--- config.mk ---
export PLATFORM = sky130hd
export DESIGN_NAME = rx_irq_mux
export DESIGN_NICKNAME = d
export VERILOG_FILES = /design/src/rtl/rxirq_pkg.sv /design/src/rtl/rxirq_rise.sv /design/src/rtl/rxirq_fsync.sv /design/src/rtl/rxirq_blk.sv /design/src/rtl/rx_irq_mux.sv
export SDC_FILE = /design/constraint.sdc
export NUM_CORES = 1
export LEC_CHECK = 0
export ABC_CLOCK_PERIOD_IN_PS = 1400
export BUFFER_PORTS_ARGS = -buffer_cell sky130_fd_sc_hd__buf_2
export CAP_MARGIN = 20
export CORE_MARGIN = 4
export CORE_UTILIZATION = 35
export DETAILED_ROUTE_END_ITERATION = 10
export PLACE_DENSITY_LB_ADDON = 0.25
export SLEW_MARGIN = 10
export SYNTH_ARGS = -nofsm -noshare
export SYNTH_HDL_FRONTEND = slang
export SYNTH_SLANG_ARGS = --single-unit
--- constraint.sdc ---
create_clock -name clk -period 1.4 [get_ports clk]
set_clock_uncertainty 0.15 [all_clocks]
set_input_delay 0.21 -clock clk [delete_from_list [all_inputs] [get_ports clk]]
set_output_delay 0.21 -clock clk [all_outputs]
set_load 0.01 [all_outputs]
--- src/rtl/rxirq_pkg.sv ---
package rxirq_pkg;
    typedef enum logic [1:0] {
        IM_READY = 2'b00,
        IM_MCBLK = 2'b01,
        IM_FSYNC = 2'b10,
        IM_SERR  = 2'b11
    } irq_mode_e;

    typedef struct packed {
        irq_mode_e mode;
        logic      irq;
    } sel_state_t;
endpackage

--- src/rtl/rxirq_rise.sv ---
// Rising-edge detector with a synchronous clear of its history
module rxirq_rise (
    input  logic clk,
    input  logic rst_n,
    input  logic clr,
    input  logic din,
    output logic rise
);
    logic hist_d, hist_q;

    always_comb begin
        hist_d = clr ? 1'b0 : din;
        rise   = din & ~hist_q;
    end

    always_ff @(posedge clk or negedge rst_n) begin
        if (!rst_n) hist_q <= 1'b0;
        else        hist_q <= hist_d;
    end
endmodule

--- src/rtl/rxirq_fsync.sv ---
// Multi-stage synchronizer for the asynchronous frame-sync plus edge detect
module rxirq_fsync #(
    parameter int STAGES = 2
) (
    input  logic clk,
    input  logic rst_n,
    input  logic fs_async,
    output logic fs_rise
);
    localparam int DEPTH = STAGES + 1;

    logic [DEPTH-1:0] sh_d, sh_q;

    always_comb begin
        sh_d    = {sh_q[DEPTH-2:0], fs_async};
        fs_rise = sh_q[STAGES-1] & ~sh_q[STAGES];
    end

    always_ff @(posedge clk or negedge rst_n) begin
        if (!rst_n) sh_q <= '0;
        else        sh_q <= sh_d;
    end
endmodule

--- src/rtl/rxirq_blk.sv ---
// Channel slot tracker: flags block boundaries and frame end
module rxirq_blk #(
    parameter int BLK_CH = 16
) (
    input  logic clk,
    input  logic rst_n,
    input  logic clr,
    input  logic strobe,
    input  logic last,
    output logic boundary
);
    localparam int CW = (BLK_CH > 1) ? $clog2(BLK_CH) : 1;
    localparam logic [CW-1:0] CNT_TOP = CW'(BLK_CH - 1);

    logic [CW-1:0] cnt_d, cnt_q;
    logic          wrap;

    always_comb begin
        wrap     = (cnt_q == CNT_TOP);
        boundary = strobe & (last | wrap);
        cnt_d    = cnt_q;
        if (clr)
            cnt_d = '0;
        else if (strobe)
            cnt_d = (last | wrap) ? '0 : cnt_q + 1'b1;
    end

    always_ff @(posedge clk or negedge rst_n) begin
        if (!rst_n) cnt_q <= '0;
        else        cnt_q <= cnt_d;
    end
endmodule

--- src/rtl/rx_irq_mux.sv ---
module rx_irq_mux
    import rxirq_pkg::*;
#(
    parameter int CFG_W       = 16,
    parameter int MODE_LSB    = 4,
    parameter int BLK_CH      = 16,
    parameter int SYNC_STAGES = 2
) (
    input  logic             clk,
    input  logic             rst_n,
    input  logic             rcv_reset,
    input  logic             cfg_wr,
    input  logic [CFG_W-1:0] cfg_wdata,
    output logic [CFG_W-1:0] cfg_rdata,
    input  logic             rdy_flag,
    input  logic             serr_flag,
    input  logic             fsync_raw,
    input  logic             chan_strobe,
    input  logic             chan_last,
    input  logic             mc_en,
    output logic             stat_ready,
    output logic             stat_syncerr,
    output logic             irq
);
    localparam int MODE_MSB = MODE_LSB + 1;
    localparam int NFLAG    = 2;

    sel_state_t       st_d, st_q;
    logic [NFLAG-1:0] flag_in, flag_rise;
    logic             fs_rise, blk_evt, blk_clr, evt;

    assign flag_in = {serr_flag, rdy_flag};

    genvar gi;
    generate
        for (gi = 0; gi < NFLAG; gi++) begin : g_flag
            rxirq_rise u_rise (
                .clk  (clk),
                .rst_n(rst_n),
                .clr  (rcv_reset),
                .din  (flag_in[gi]),
                .rise (flag_rise[gi])
            );
        end
    endgenerate

    rxirq_fsync #(.STAGES(SYNC_STAGES)) u_fs (
        .clk     (clk),
        .rst_n   (rst_n),
        .fs_async(fsync_raw),
        .fs_rise (fs_rise)
    );

    assign blk_clr = rcv_reset | fs_rise;

    rxirq_blk #(.BLK_CH(BLK_CH)) u_blk (
        .clk     (clk),
        .rst_n   (rst_n),
        .clr     (blk_clr),
        .strobe  (chan_strobe),
        .last    (chan_last),
        .boundary(blk_evt)
    );

    always_comb begin
        st_d = st_q;
        if (cfg_wr)
            st_d.mode = irq_mode_e'(cfg_wdata[MODE_MSB:MODE_LSB]);
        unique case (st_q.mode)
            IM_READY: evt = flag_rise[0] & ~rcv_reset;
            IM_MCBLK: evt = blk_evt & mc_en & ~rcv_reset;
            IM_FSYNC: evt = fs_rise;
            IM_SERR:  evt = flag_rise[1] & ~rcv_reset;
            default:  evt = 1'b0;
        endcase
        st_d.irq = evt;
    end

    always_ff @(posedge clk or negedge rst_n) begin
        if (!rst_n) st_q <= '{mode: IM_READY, irq: 1'b0};
        else        st_q <= st_d;
    end

    always_comb begin
        cfg_rdata                    = '0;
        cfg_rdata[MODE_MSB:MODE_LSB] = st_q.mode;
    end

    assign stat_ready   = rdy_flag;
    assign stat_syncerr = serr_flag;
    assign irq          = st_q.irq;
endmodule

# Yosys cells after proc, flatten, opt, wreduce, memory -nomap -nowiden
# Cells that the tools add are included.
# W data, S select, Z words.
[classes] bitwise_logic=14 n_eq_ne=4 n_reduce_logical=2 add_sub_neg=1 n_mux=6
[op_table] op="$mux W4" count=3
[op_table] op="$and A1 B1 Y1" count=8
[op_table] op="$add A4 B1 Y4 const B" count=1
[op_table] op="$eq A2 B2 Y1 const B" count=2
[op_table] op="$eq A4 B4 Y1 const B" count=1
[op_table] op="$not A1 Y1" count=4
[op_table] op="$pmux W1 S4" count=1
[op_table] op="$eq A2 B1 Y1 const B" count=1
[op_table] op="$logic_not A2 Y1" count=1
[op_table] op="$mux W1" count=2
[op_table] op="$or A1 B1 Y1" count=2
[op_table] op="$reduce_bool A2 Y1" count=1
[totals] word_cells=33 output_inout_bits=19 register_bits=12

# Logic depth before layout (Yosys ltp)
# Gate-level depths: netlist of run 1.
[depth] depth_word=6 ltp_mapped=4 ltp_nobuf=4

# By module
# From an unflattened synthesis of run 1, not the netlist that was laid out.
[hier_totals] cells_unflattened=61 hier_area_um2=706.9
[modules_own_cells] module="rx_irq_mux" area_each_um2=262.8 cells_per_inst=30 seq_area_each_um2=75.1 n_inst=1
[modules_own_cells] module="rxirq_blk" area_each_um2=250.2 cells_per_inst=21 seq_area_each_um2=100.1 n_inst=1
[modules_own_cells] module="rxirq_rise" area_each_um2=52.6 cells_per_inst=3 seq_area_each_um2=25.0 n_inst=2
[modules_own_cells] module="rxirq_fsync" area_each_um2=88.8 cells_per_inst=4 seq_area_each_um2=75.1 n_inst=1

# Least setup slack after synthesis of run 1
# OpenSTA, ideal clock, no wires.
[synth_path] path_type="reg2reg" startpoint="register u_blk.cnt_q[0]" endpoint="register st_q (netlist bit irq)" n_path_buf=0 path_stages_with_launch=5 setup_slack_ps=2 arrival_time_ps=1153 path_cell_list="dfrtp_1 > ha_1 > a31oi_1 > o311a_1 > o31ai_1"
[synth_between] elab_chain_cells=6
[synth_lines] element="from (decl)" line="rxirq_blk.sv:15" rtl="logic [CW-1:0] cnt_d, cnt_q;"
[synth_lines] element="from (signal assigned)" line="rxirq_blk.sv:30" rtl="else cnt_q <= cnt_d;"
[synth_lines] element="$eq A4 B4 Y1" line="rxirq_blk.sv:19" rtl="wrap = (cnt_q == CNT_TOP);"
[synth_lines] element="$or A1 B1 Y1" line="rxirq_blk.sv:20" rtl="boundary = strobe & (last | wrap);"
[synth_lines] element="$and A1 B1 Y1" line="rxirq_blk.sv:20"
[synth_lines] element="$and A1 B1 Y1 (2 in a row)" line="rx_irq_mux.sv:71" rtl="IM_MCBLK: evt = blk_evt & mc_en & ~rcv_reset;"
[synth_lines] element="$pmux W1 S4" line="rx_irq_mux.sv:69" rtl="unique case (st_q.mode)"
[synth_lines] element="named net evt" line="rx_irq_mux.sv:30" rtl="logic fs_rise, blk_evt, blk_clr, evt;"
[synth_lines] element="to (signal assigned)" line="rx_irq_mux.sv:80" rtl="if (!rst_n) st_q <= '{mode: IM_READY, irq: 1'b0};"
[synth_lines] element="to (signal assigned)" line="rx_irq_mux.sv:81" rtl="else st_q <= st_d;"
[synth_lines] element="to (decl)" line="rx_irq_mux.sv:28" rtl="sel_state_t st_d, st_q;"
# The timed path passes the listed nets, and every way through them passes these cells.
# A chain may end at the register's enable or synchronous reset.

# Final worst setup path of run 1
[layout_path] startpoint="register u_blk.cnt_q[1]" endpoint="register u_blk.cnt_q[3]"
[layout_between] elab_chain_cells=5 elab_cells_between_ends=6
[layout_lines] element="branches (longest 2 deep; another with $add A4 B1 Y4)"
[layout_lines] element="$mux W4 (*)" line="rxirq_blk.sv:25" rtl="cnt_d = (last | wrap) ? '0 : cnt_q + 1'b1;"
[layout_lines] element="$mux W4 (*)" line="rxirq_blk.sv:24" rtl="else if (strobe)"
[layout_lines] element="$mux W4 (*)" line="rxirq_blk.sv:22" rtl="if (clr)"
# Every way passes the cells marked *. The select of a mux whose other input is x is not followed.

==> results.py, run 1 <==
metrics = {
    "run_status": {
        "status": "finished, final reports clean",
    },
    "synth": {
        "async_reset_ff_frac": 1.00,
        "ys.flop_type": "dfrtp_1",
        "synth.area.top_cells": "dfrtp_1, buf_4, a21oi_1",
        "ys_seq_area_frac": 0.478,
        "synthAdderAreaFrac": 0.0199,
        "synth-simple-area-share": 0.167,
        "synth_top_cell_area_share": 0.478,
        "ys_ff_latch": 12,
        "synth_edf_count": 0,
        "syn_area_per_cell_sq_um": 10.3,
        "syn-cell-area_sq_um": 628,
        "synth_xor_area_frac": 0,
        "synth.mux.area_fraction": 0.0179,
        "synth_compound_area_frac": 0.108,
        "synth_top_family_by_area": "buffers and inverters",
        "synth_commonest_cells": "buf_4, dfrtp_1, a21oi_1, nand2b_1, nand3_1",
        "synth.most_common_cell": "buf_4",
        "synth.distinct_cells": 21,
        "synth_cells": 61,
        "yosysWarnings": 0,
        "yosysTopAreaCell": "dfrtp_1",
    },
    "critical_path": {
        "setup.worst_path.class": "reg -> reg",
        "critPathCaptureType": "flip-flop",
        "required_ns": 1.44,
        "worstPathMaxFanout": 2,
        "cp-start-kind": "flip-flop",
        "r2r_cells": 4,
        "cp.arrival_ns": 1.41,
    },
    "layout": {
        "ff_latch_area_sq_um": 300,
        "multiInputGateArea_sq_um": 275,
        "antenna_cells": 0,
        "n_fill_cell": 174,
        "nNetsFinal": 115,
        "drive_gt1_frac": 0.345,
        "utilization": 0.475,
        "area_growth_pct": 29.1,
    },
    "flow_run": {
        "maxCapViolations": 0,
    },
    "floorplan": {
        "initial_core_util": 0.368,
        "io_pins": 45,
        "die_area_sq_um": 2540,
        "die_h_microns": 50.4,
        "die_x_microns": 50.4,
        "std_cell_rows": 15,
        "core_area_sq_um": 1710,
    },
    "route": {
        "drc": 0,
        "drt_iter0_markers": 2,
        "drtAntennaViolNets": 0,
        "via_count": 452,
        "drt_pass1_iterations": 4,
        "wire_per_inst_microns": 9.63,
        "routed_wl_microns": 1080,
        "via_per_inst": 4.04,
    },
    "global_route": {
        "grt_max_degree": 13,
        "grt_pass1_wl_microns": 1700,
        "grt_pass1_vias": 419,
        "overflow": 0,
        "track_usage": 0.0923,
        "antenna_found_initial": 0,
    },
    "sta": {
        "tns_ns": 0,
        "rsz0062_at_grt": "yes",
        "setup_slack_ns": 0.0287,
        "max_freq_mhz": 729,
        "setup_violations": 0,
        "fin_crit_sh": 0.979,
        "layout_min_cycle_time_ns": 1.37,
        "hold_viol_final": 0,
        "drv_slew": 0,
    },
    "placement": {
        "routabilityCongestion": 0.756,
        "port_buffers": 16,
        "pre_cts_ws_ns": -0.0734,
        "dpl.hpwl_microns": 823,
    },
    "clock_tree": {
        "cts_sinks": 12,
        "cts_tree": "done",
        "clock_tree.buffer_depth": 2,
        "clk-insertion-delay-late_ns": 0.26,
        "cts_buffers": 3,
        "cts_root_buffer": "clkbuf_4",
        "cts.clk_slew.worst_paths_ns": 0.07,
        "cts_max_level": 1,
    },
    "pwr": {
        "p_leak_nw": 0.394,
        "peakVddDrop_mv": 0.652,
        "powerDensity_nw_per_um2": 928,
    },
    "min_path": {
        "hold_path_class": "in -> reg",
        "hold_depth": 2,
    },
}
## registers in the layout (all words and copies together) (netlist names)
| signal | cells |
|---|---|
| u_blk.cnt_q | 4 |
| irq | 1 |
| cfg_rdata | 2 |
| g_flag.u_rise.hist_q | 2 |
| u_fs.sh_q | 3 |
## path summary, 6_finish.rpt
| kind | start | end | slack, ns |
|---|---|---|---|
| hold reg to reg | u_fs.sh_q[0] | u_fs.sh_q[1] | 0.20 |
| hold / removal | serr_flag | g_flag[1].u_rise.hist_q | 0.04 |
| min in group asynchronous | rst_n | g_flag[1].u_rise.hist_q | 0.20 |
| max in group asynchronous | rst_n | u_fs.sh_q[2] | 0.69 |
| setup / recovery | u_blk.cnt_q[1] | u_blk.cnt_q[3] | 0.03 |
| setup reg to reg | u_blk.cnt_q[1] | u_blk.cnt_q[3] | 0.03 |
## where the power goes
group	total, W	internal [W]	switching, W
logic	0.000114	0.0000512	0.0000624
registers	0.000375	0.000364	0.0000110
clock network	0.000264	0.000158	0.000106
total	0.000752	0.000573	0.000179
## what timing repair did
item / in CTS / in global routing
hold buffers: 5 / 0
buffers inserted: 1 / 0
gates resized for setup: 3 / 2
hold endpoints to repair: 16 / 0
pin swaps: 5 / 2
setup endpoints to repair: 4 / 3
## stage by stage
stage | hold WS (ns) | std cells | total power [W] | instance area, sq um
floorplan | -0.236 | 74 | 0.000465 | 677
global placement | -0.0509 | 102 | 0.000479 | 691
detailed placement | -0.0492 | 102 | 0.000480 | 691
CTS | 0.0311 | 112 | 0.000764 | 802
global route | 0.0292 | 112 | 0.000797 | 811
finish | 0.0386 | 112 | 0.000752 | 811
## cell usage in the layout (no fill, tap or decap)
cell           instances
a21o_1                 1
a21oi_1                3
a21oi_2                1
a31oi_1                1
a31oi_4                1
and4bb_2               1
buf_2                 16
buf_4                  4
clkbuf_4               3
clkbuf_8               1
conb_1                14
dfrtp_1               12
dlygate4sd3_1          5
ha_2                   1
inv_1                  2
mux2_2                 1
nand2_1                2
nand2b_1               3
nand3_1                2
nand3_2                1
nand3b_1               2
nand4_1                1
nor2_1                 2
nor2b_1                2
o21ai_0                2
o311a_1                1
o31ai_1                1
or4b_1                 1
## cells by family (layout without fill, tap and decap cells)
group	after synthesis	in the layout
fa+ha+maj	1	1
mux	1	1
simple gates	17	17
compound gates	11	11
buf+inv	18	31
other cells	1	14
flops	12	12
## worst max-delay path: stages, from the launching register on
cell	delay (ns)
dfrtp_1	0.35
buf_4	0.12
nand3_2	0.07
or4b_1	0.47
a31oi_1	0.13
## final cells by class
cell class / count / share of cell area
well taps: 25 / 0.0386
multi-input cells: 44 / 0.340
flip-flops and latches: 12 / 0.370
repair buffers: 25 / 0.198
inverters: 2 / 0.00926
clock buffers: 4 / 0.0448
## routing by layer
| metal | vias up | part of all wire | global-route usage |
|---|---|---|---|
| li1 | 233 | - | - |
| met1 | 205 | 0.41 | 0.0943 |
| met2 | 12 | 0.51 | 0.150 |
| met3 | 2 | 0.066 | 0.0564 |
| met4 | 0 | 0.012 | 0.0404 |
| met5 | - | 0 | 0 |
Note: power is estimated with default switching activity, not from simulation.
==> inputs of run 2 (changes only) <==
Settings changed: CELL_PAD_IN_SITES_DETAIL_PLACEMENT set to 1, CELL_PAD_IN_SITES_GLOBAL_PLACEMENT set to 1, CORE_UTILIZATION 35 to 24.
==> results.py, run 2 (synthesis gave the netlist of run 1 again) <==
metrics = {
    "critical_path": {
        "critPathCaptureType": "flip-flop",
        "required_ns": 1.41,
        "crit_family": "flip-flops",
        "rrSetupSlack_ns": -0.06,
        "cp.arrival_ns": 1.47,
        "cp_slowest_cell": "dfrtp_2",
        "cp-start-kind": "flip-flop",
        "path_cells": "ha_4 > buf_6 > buf_6 > and4bb_2 > a21oi_2 > nor2_1",
        "setup.worst_path.class": "reg -> reg",
        "crit_top_cell": "buf_6",
        "worstPathMaxFanout": 3,
        "cpPeakStageDelay_ns": 0.45,
        "crit_buf_inv": 2,
    },
    "route": {
        "drtAntennaViolNets": 0,
        "drt_iter0_markers": 1,
        "via_count": 478,
        "routed_wl_microns": 1380,
        "via_per_inst": 4.09,
        "drc": 0,
        "wire_per_inst_microns": 11.8,
        "drt_pass1_iterations": 4,
    },
    "sta": {
        "max_freq_mhz": 686,
        "hold_viol_final": 0,
        "layout_min_cycle_time_ns": 1.46,
        "fin_crit_sh": 1.04,
        "setup_slack_ns": -0.0570,
        "tns_ns": -0.112,
        "drv_slew": 0,
        "setup_violations": 3,
        "rsz0062_at_grt": "yes",
    },
    "clock_tree": {
        "clock_tree.buffer_depth": 2,
        "cts_max_level": 1,
        "clk-insertion-delay-late_ns": 0.27,
        "cts.clk_slew.worst_paths_ns": 0.08,
        "cts_root_buffer": "clkbuf_4",
        "cts_buffers": 3,
        "cts_sinks": 12,
        "cts_tree": "done",
    },
    "layout": {
        "top_register": "u_blk.cnt_q",
        "ff_latch_area_sq_um": 302,
        "n_fill_cell": 301,
        "utilization": 0.347,
        "multiInputGateArea_sq_um": 305,
        "reg.largest.list": "u_blk.cnt_q (4), u_fs.sh_q (3)",
        "final_common_cell": "buf_2",
        "area_growth_pct": 37.1,
        "antenna_cells": 0,
        "final_cell_count_no_fill": 117,
        "largest_reg_flops": 4,
        "nNetsFinal": 116,
        "drive_gt1_frac": 0.391,
        "final_cell_mix": "buf_2, conb_1, dfrtp_1, dlygate4sd3_1, buf_6",
    },
    "min_path": {
        "hold_path_class": "in -> reg",
    },
    "pwr": {
        "powerDensity_nw_per_um2": 823,
        "peakVddDrop_mv": 0.405,
        "p_leak_nw": 0.400,
        "power_w": 0.000708,
    },
    "placement": {
        "dp.cells": 106,
        "dpl.hpwl_microns": 940,
        "pre_cts_ws_ns": -0.183,
        "port_buffers": 16,
        "routabilityCongestion": 0.783,
    },
    "global_route": {
        "overflow": 0,
        "use_met3": 0.0261,
        "grt_pass1_vias": 497,
        "top_usage_layer": "met2",
        "grt_use_met1": 0.0995,
        "grt_max_degree": 13,
        "antenna_found_initial": 0,
        "track_usage": 0.0865,
        "grt_pass1_wl_microns": 2210,
        "use_met2": 0.142,
    },
    "floorplan": {
        "core_area_sq_um": 2480,
        "std_cell_rows": 18,
        "die_x_microns": 59.2,
        "die_h_microns": 59.2,
        "initial_core_util": 0.254,
        "io_pins": 45,
        "die_area_sq_um": 3500,
    },
    "run_status": {
        "violations": "negative setup slack",
        "status": "finished, violations left",
    },
    "flow_run": {
        "maxCapViolations": 0,
    },
}
-- run 2: timing repair --
action / in CTS / in global routing
endpoints found under the hold margin: 16 / 0
pin swaps: 5 / 3
gates resized for setup: 5 / 12
setup endpoints to repair: 5 / 4
gates cloned: 0 / 0
setup buffers: 3 / 0
hold buffers: 5 / 0
-- run 2: stage by stage --
stage | hold WS (ns) | instance area, sq um
3_5_place_dp | -0.0408 | 689
4_1_cts | 0.0217 | 816
2_1_floorplan | -0.236 | 677
3_3_place_gp | -0.0395 | 689
5_1_grt | 0.0155 | 861
6_report | 0.0347 | 861
-- run 2: layer usage --
| metal | up-vias | part of all wire |
|---|---|---|
| li1 | 232 | - |
| met1 | 233 | 0.41 |
| met2 | 13 | 0.53 |
| met3 | 0 | 0.053 |
| met4 | 0 | 0 |
| met5 | - | 0 |
-- run 2: where the power goes --
group	internal, W	total (W)	switching [W]
clock	0.0000993	0.000209	0.000109
sequential	0.000364	0.000377	0.0000131
combinational	0.0000549	0.000122	0.0000675
-- run 2: final timing paths --
kind | end | from | cells past startpoint
worst max-delay path | u_blk.cnt_q[2] | u_blk.cnt_q[0] | 6
worst min-delay path | cfg_rdata[5] | cfg_wdata[5] | 2
worst max register to register | u_blk.cnt_q[2] | u_blk.cnt_q[0] | 6
worst min register to register | u_fs.sh_q[1] | u_fs.sh_q[0] | 0
max in group asynchronous | u_blk.cnt_q[0] | rst_n | 2
min in group asynchronous | u_blk.cnt_q[2] | rst_n | 2
-- run 2: cell type report --
class	instances	share of cell area
inverter	2	0.00872
tap	30	0.0436
multi-input combinational	44	0.355
clock buffer	3	0.0262
timing repair buffer	26	0.217
sequential	12	0.350
-- run 2: worst reg2reg max path: stages, from the launching register on --
cell and delay, ns:
dfrtp_2 0.45, ha_4 0.18, buf_6 0.11, buf_6 0.10
and4bb_2 0.21, a21oi_2 0.10, nor2_1 0.05
==> inputs of run 3 (changes only) <==
==> constraint.sdc (replaced) <==
create_clock -name clk -period 1.4 [get_ports clk]
set_clock_uncertainty 0.15 [all_clocks]
set_input_delay 0.14 -clock clk [delete_from_list [all_inputs] [get_ports clk]]
set_output_delay 0.14 -clock clk [all_outputs]
set_load 0.01 [all_outputs]
==> results.py, run 3 (synthesis gave the netlist of run 1 again) <==
metrics = {
    "run_status": {
        "status": "finished, violations left",
        "violations": "negative setup slack",
    },
    "critical_path": {
        "crit_start": "u_blk.cnt_q[0]",
        "required_ns": 1.41,
        "rrSetupSlack_ns": -0.06,
        "cpPeakStageDelay_ns": 0.45,
        "crit_family": "flip-flops",
        "critPathCaptureType": "flip-flop",
        "worstPathMaxFanout": 3,
        "crit_buf_inv": 2,
        "cp_slowest_cell": "dfrtp_2",
        "setup.worst_path.class": "reg -> reg",
        "crit_top_cell": "buf_6",
        "path_cells": "ha_4 > buf_6 > buf_6 > and4bb_2 > a21oi_2 > nor2_1",
        "cp.arrival_ns": 1.47,
        "cp-start-kind": "flip-flop",
        "rr_startpoint": "u_blk.cnt_q[0]",
    },
    "route": {
        "drt_pass1_iterations": 4,
        "dr_wl_met2_microns": 795,
        "via_count": 490,
        "drtAntennaViolNets": 0,
        "wire_per_inst_microns": 12.1,
        "drt_iter0_markers": 1,
        "routed_wl_microns": 1450,
        "routed.top_layer": "met3",
        "drc": 0,
        "wl_met1_microns": 583,
        "wl_met3_microns": 69,
        "via_per_inst": 4.08,
    },
    "floorplan": {
        "io_pins": 45,
        "die_area_sq_um": 3500,
        "std_cell_rows": 18,
        "core_area_sq_um": 2480,
        "die_x_microns": 59.2,
        "die_h_microns": 59.2,
        "initial_core_util": 0.254,
    },
    "clock_tree": {
        "cts_max_level": 1,
        "cts_sinks": 12,
        "cts_buffers": 3,
        "cts.clk_slew.worst_paths_ns": 0.08,
        "clock_tree.buffer_depth": 2,
        "cts_tree": "done",
        "cts_root_buffer": "clkbuf_4",
        "clk-insertion-delay-late_ns": 0.27,
    },
    "layout": {
        "drive_gt1_frac": 0.378,
        "final_common_cell": "buf_2",
        "nNetsFinal": 119,
        "largest_reg_flops": 4,
        "reg.largest.list": "u_blk.cnt_q (4), u_fs.sh_q (3)",
        "area_growth_pct": 41.8,
        "top_register": "u_blk.cnt_q",
        "n_fill_cell": 301,
        "final_cell_mix": "buf_2, conb_1, dfrtp_1, dlygate4sd3_1, buf_6",
        "utilization": 0.360,
        "antenna_cells": 0,
    },
    "sta": {
        "layout_min_cycle_time_ns": 1.46,
        "rsz0062_at_grt": "yes",
        "setup_violations": 3,
        "max_freq_mhz": 686,
        "setup_slack_ns": -0.0570,
        "fin_crit_sh": 1.04,
        "hold_viol_final": 0,
        "tns_ns": -0.112,
        "hold-worst-slack_ns": 0.0413,
        "drv_slew": 0,
    },
    "global_route": {
        "overflow": 0,
        "grt_max_degree": 13,
        "antenna_found_initial": 0,
        "track_usage": 0.0914,
        "grt_pass1_wl_microns": 2330,
        "grt_pass1_vias": 513,
    },
    "placement": {
        "port_buffers": 16,
        "dpl.hpwl_microns": 940,
        "pre_cts_ws_ns": -0.183,
        "routabilityCongestion": 0.783,
    },
    "pwr": {
        "powerDensity_nw_per_um2": 803,
        "p_leak_nw": 0.413,
        "power_w": 0.000715,
        "peakVddDrop_mv": 0.405,
    },
    "flow_run": {
        "maxCapViolations": 0,
    },
    "min_path": {
        "holdCritStartpoint": "chan_strobe",
        "hold_path_class": "in -> reg",
    },
}
-- run 3: final timing paths --
kind	depth (start not counted)	endpoint
worst max register to register	6	u_blk.cnt_q[2]
worst min register to register	0	u_fs.sh_q[1]
worst max-delay path	6	u_blk.cnt_q[2]
min in group asynchronous	2	u_blk.cnt_q[2]
worst min-delay path	3	u_blk.cnt_q[1]
max in group asynchronous	2	u_blk.cnt_q[0]
-- run 3: final cells by class --
cell class                 count  area (sq um)  share of cell area
inverter                       2          7.51             0.00843
multi-input combinational     44           305               0.343
sequential                    12           302               0.338
clock buffer                   3          22.5              0.0253
timing repair buffer          29           216               0.243
tap                           30          37.5              0.0421
-- run 3: report_power, final --
group          internal, W  switching [W]
Sequential        0.000364      0.0000131
Clock            0.0000993       0.000110
Combinational    0.0000604      0.0000689
Total             0.000524       0.000192
-- run 3: metal layers --
metal | global-route usage | vias to the layer above
li1 | - | 238
met1 | 0.101 | 239
met2 | 0.158 | 13
met3 | 0.0261 | 0
met4 | 0.0485 | 0
met5 | 0 | -
-- run 3: through the flow --
step | cell area (sq um) | cells
2_1_floorplan | 677 | 74
3_3_place_gp | 689 | 106
3_5_place_dp | 689 | 106
4_1_cts | 846 | 120
5_1_grt | 891 | 120
6_report | 891 | 120
-- run 3: worst register-to-register path, delay by kind of cell (launching register included) --
kind | cells | cell delay, ns
adder cells (fa/ha/maj) | 1 | 0.18
AO/OA/AOI/OAI | 1 | 0.10
flip-flops | 1 | 0.45
buffers and inverters | 2 | 0.21
AND/OR/NAND/NOR | 2 | 0.26
-- run 3: what timing repair did --
action	CTS	global route
endpoints found under the hold margin	18	0
endpoints found under the setup margin	5	4
pin swaps	5	3
buffers inserted	3	0
hold buffers	8	0
gates resized for setup	5	12
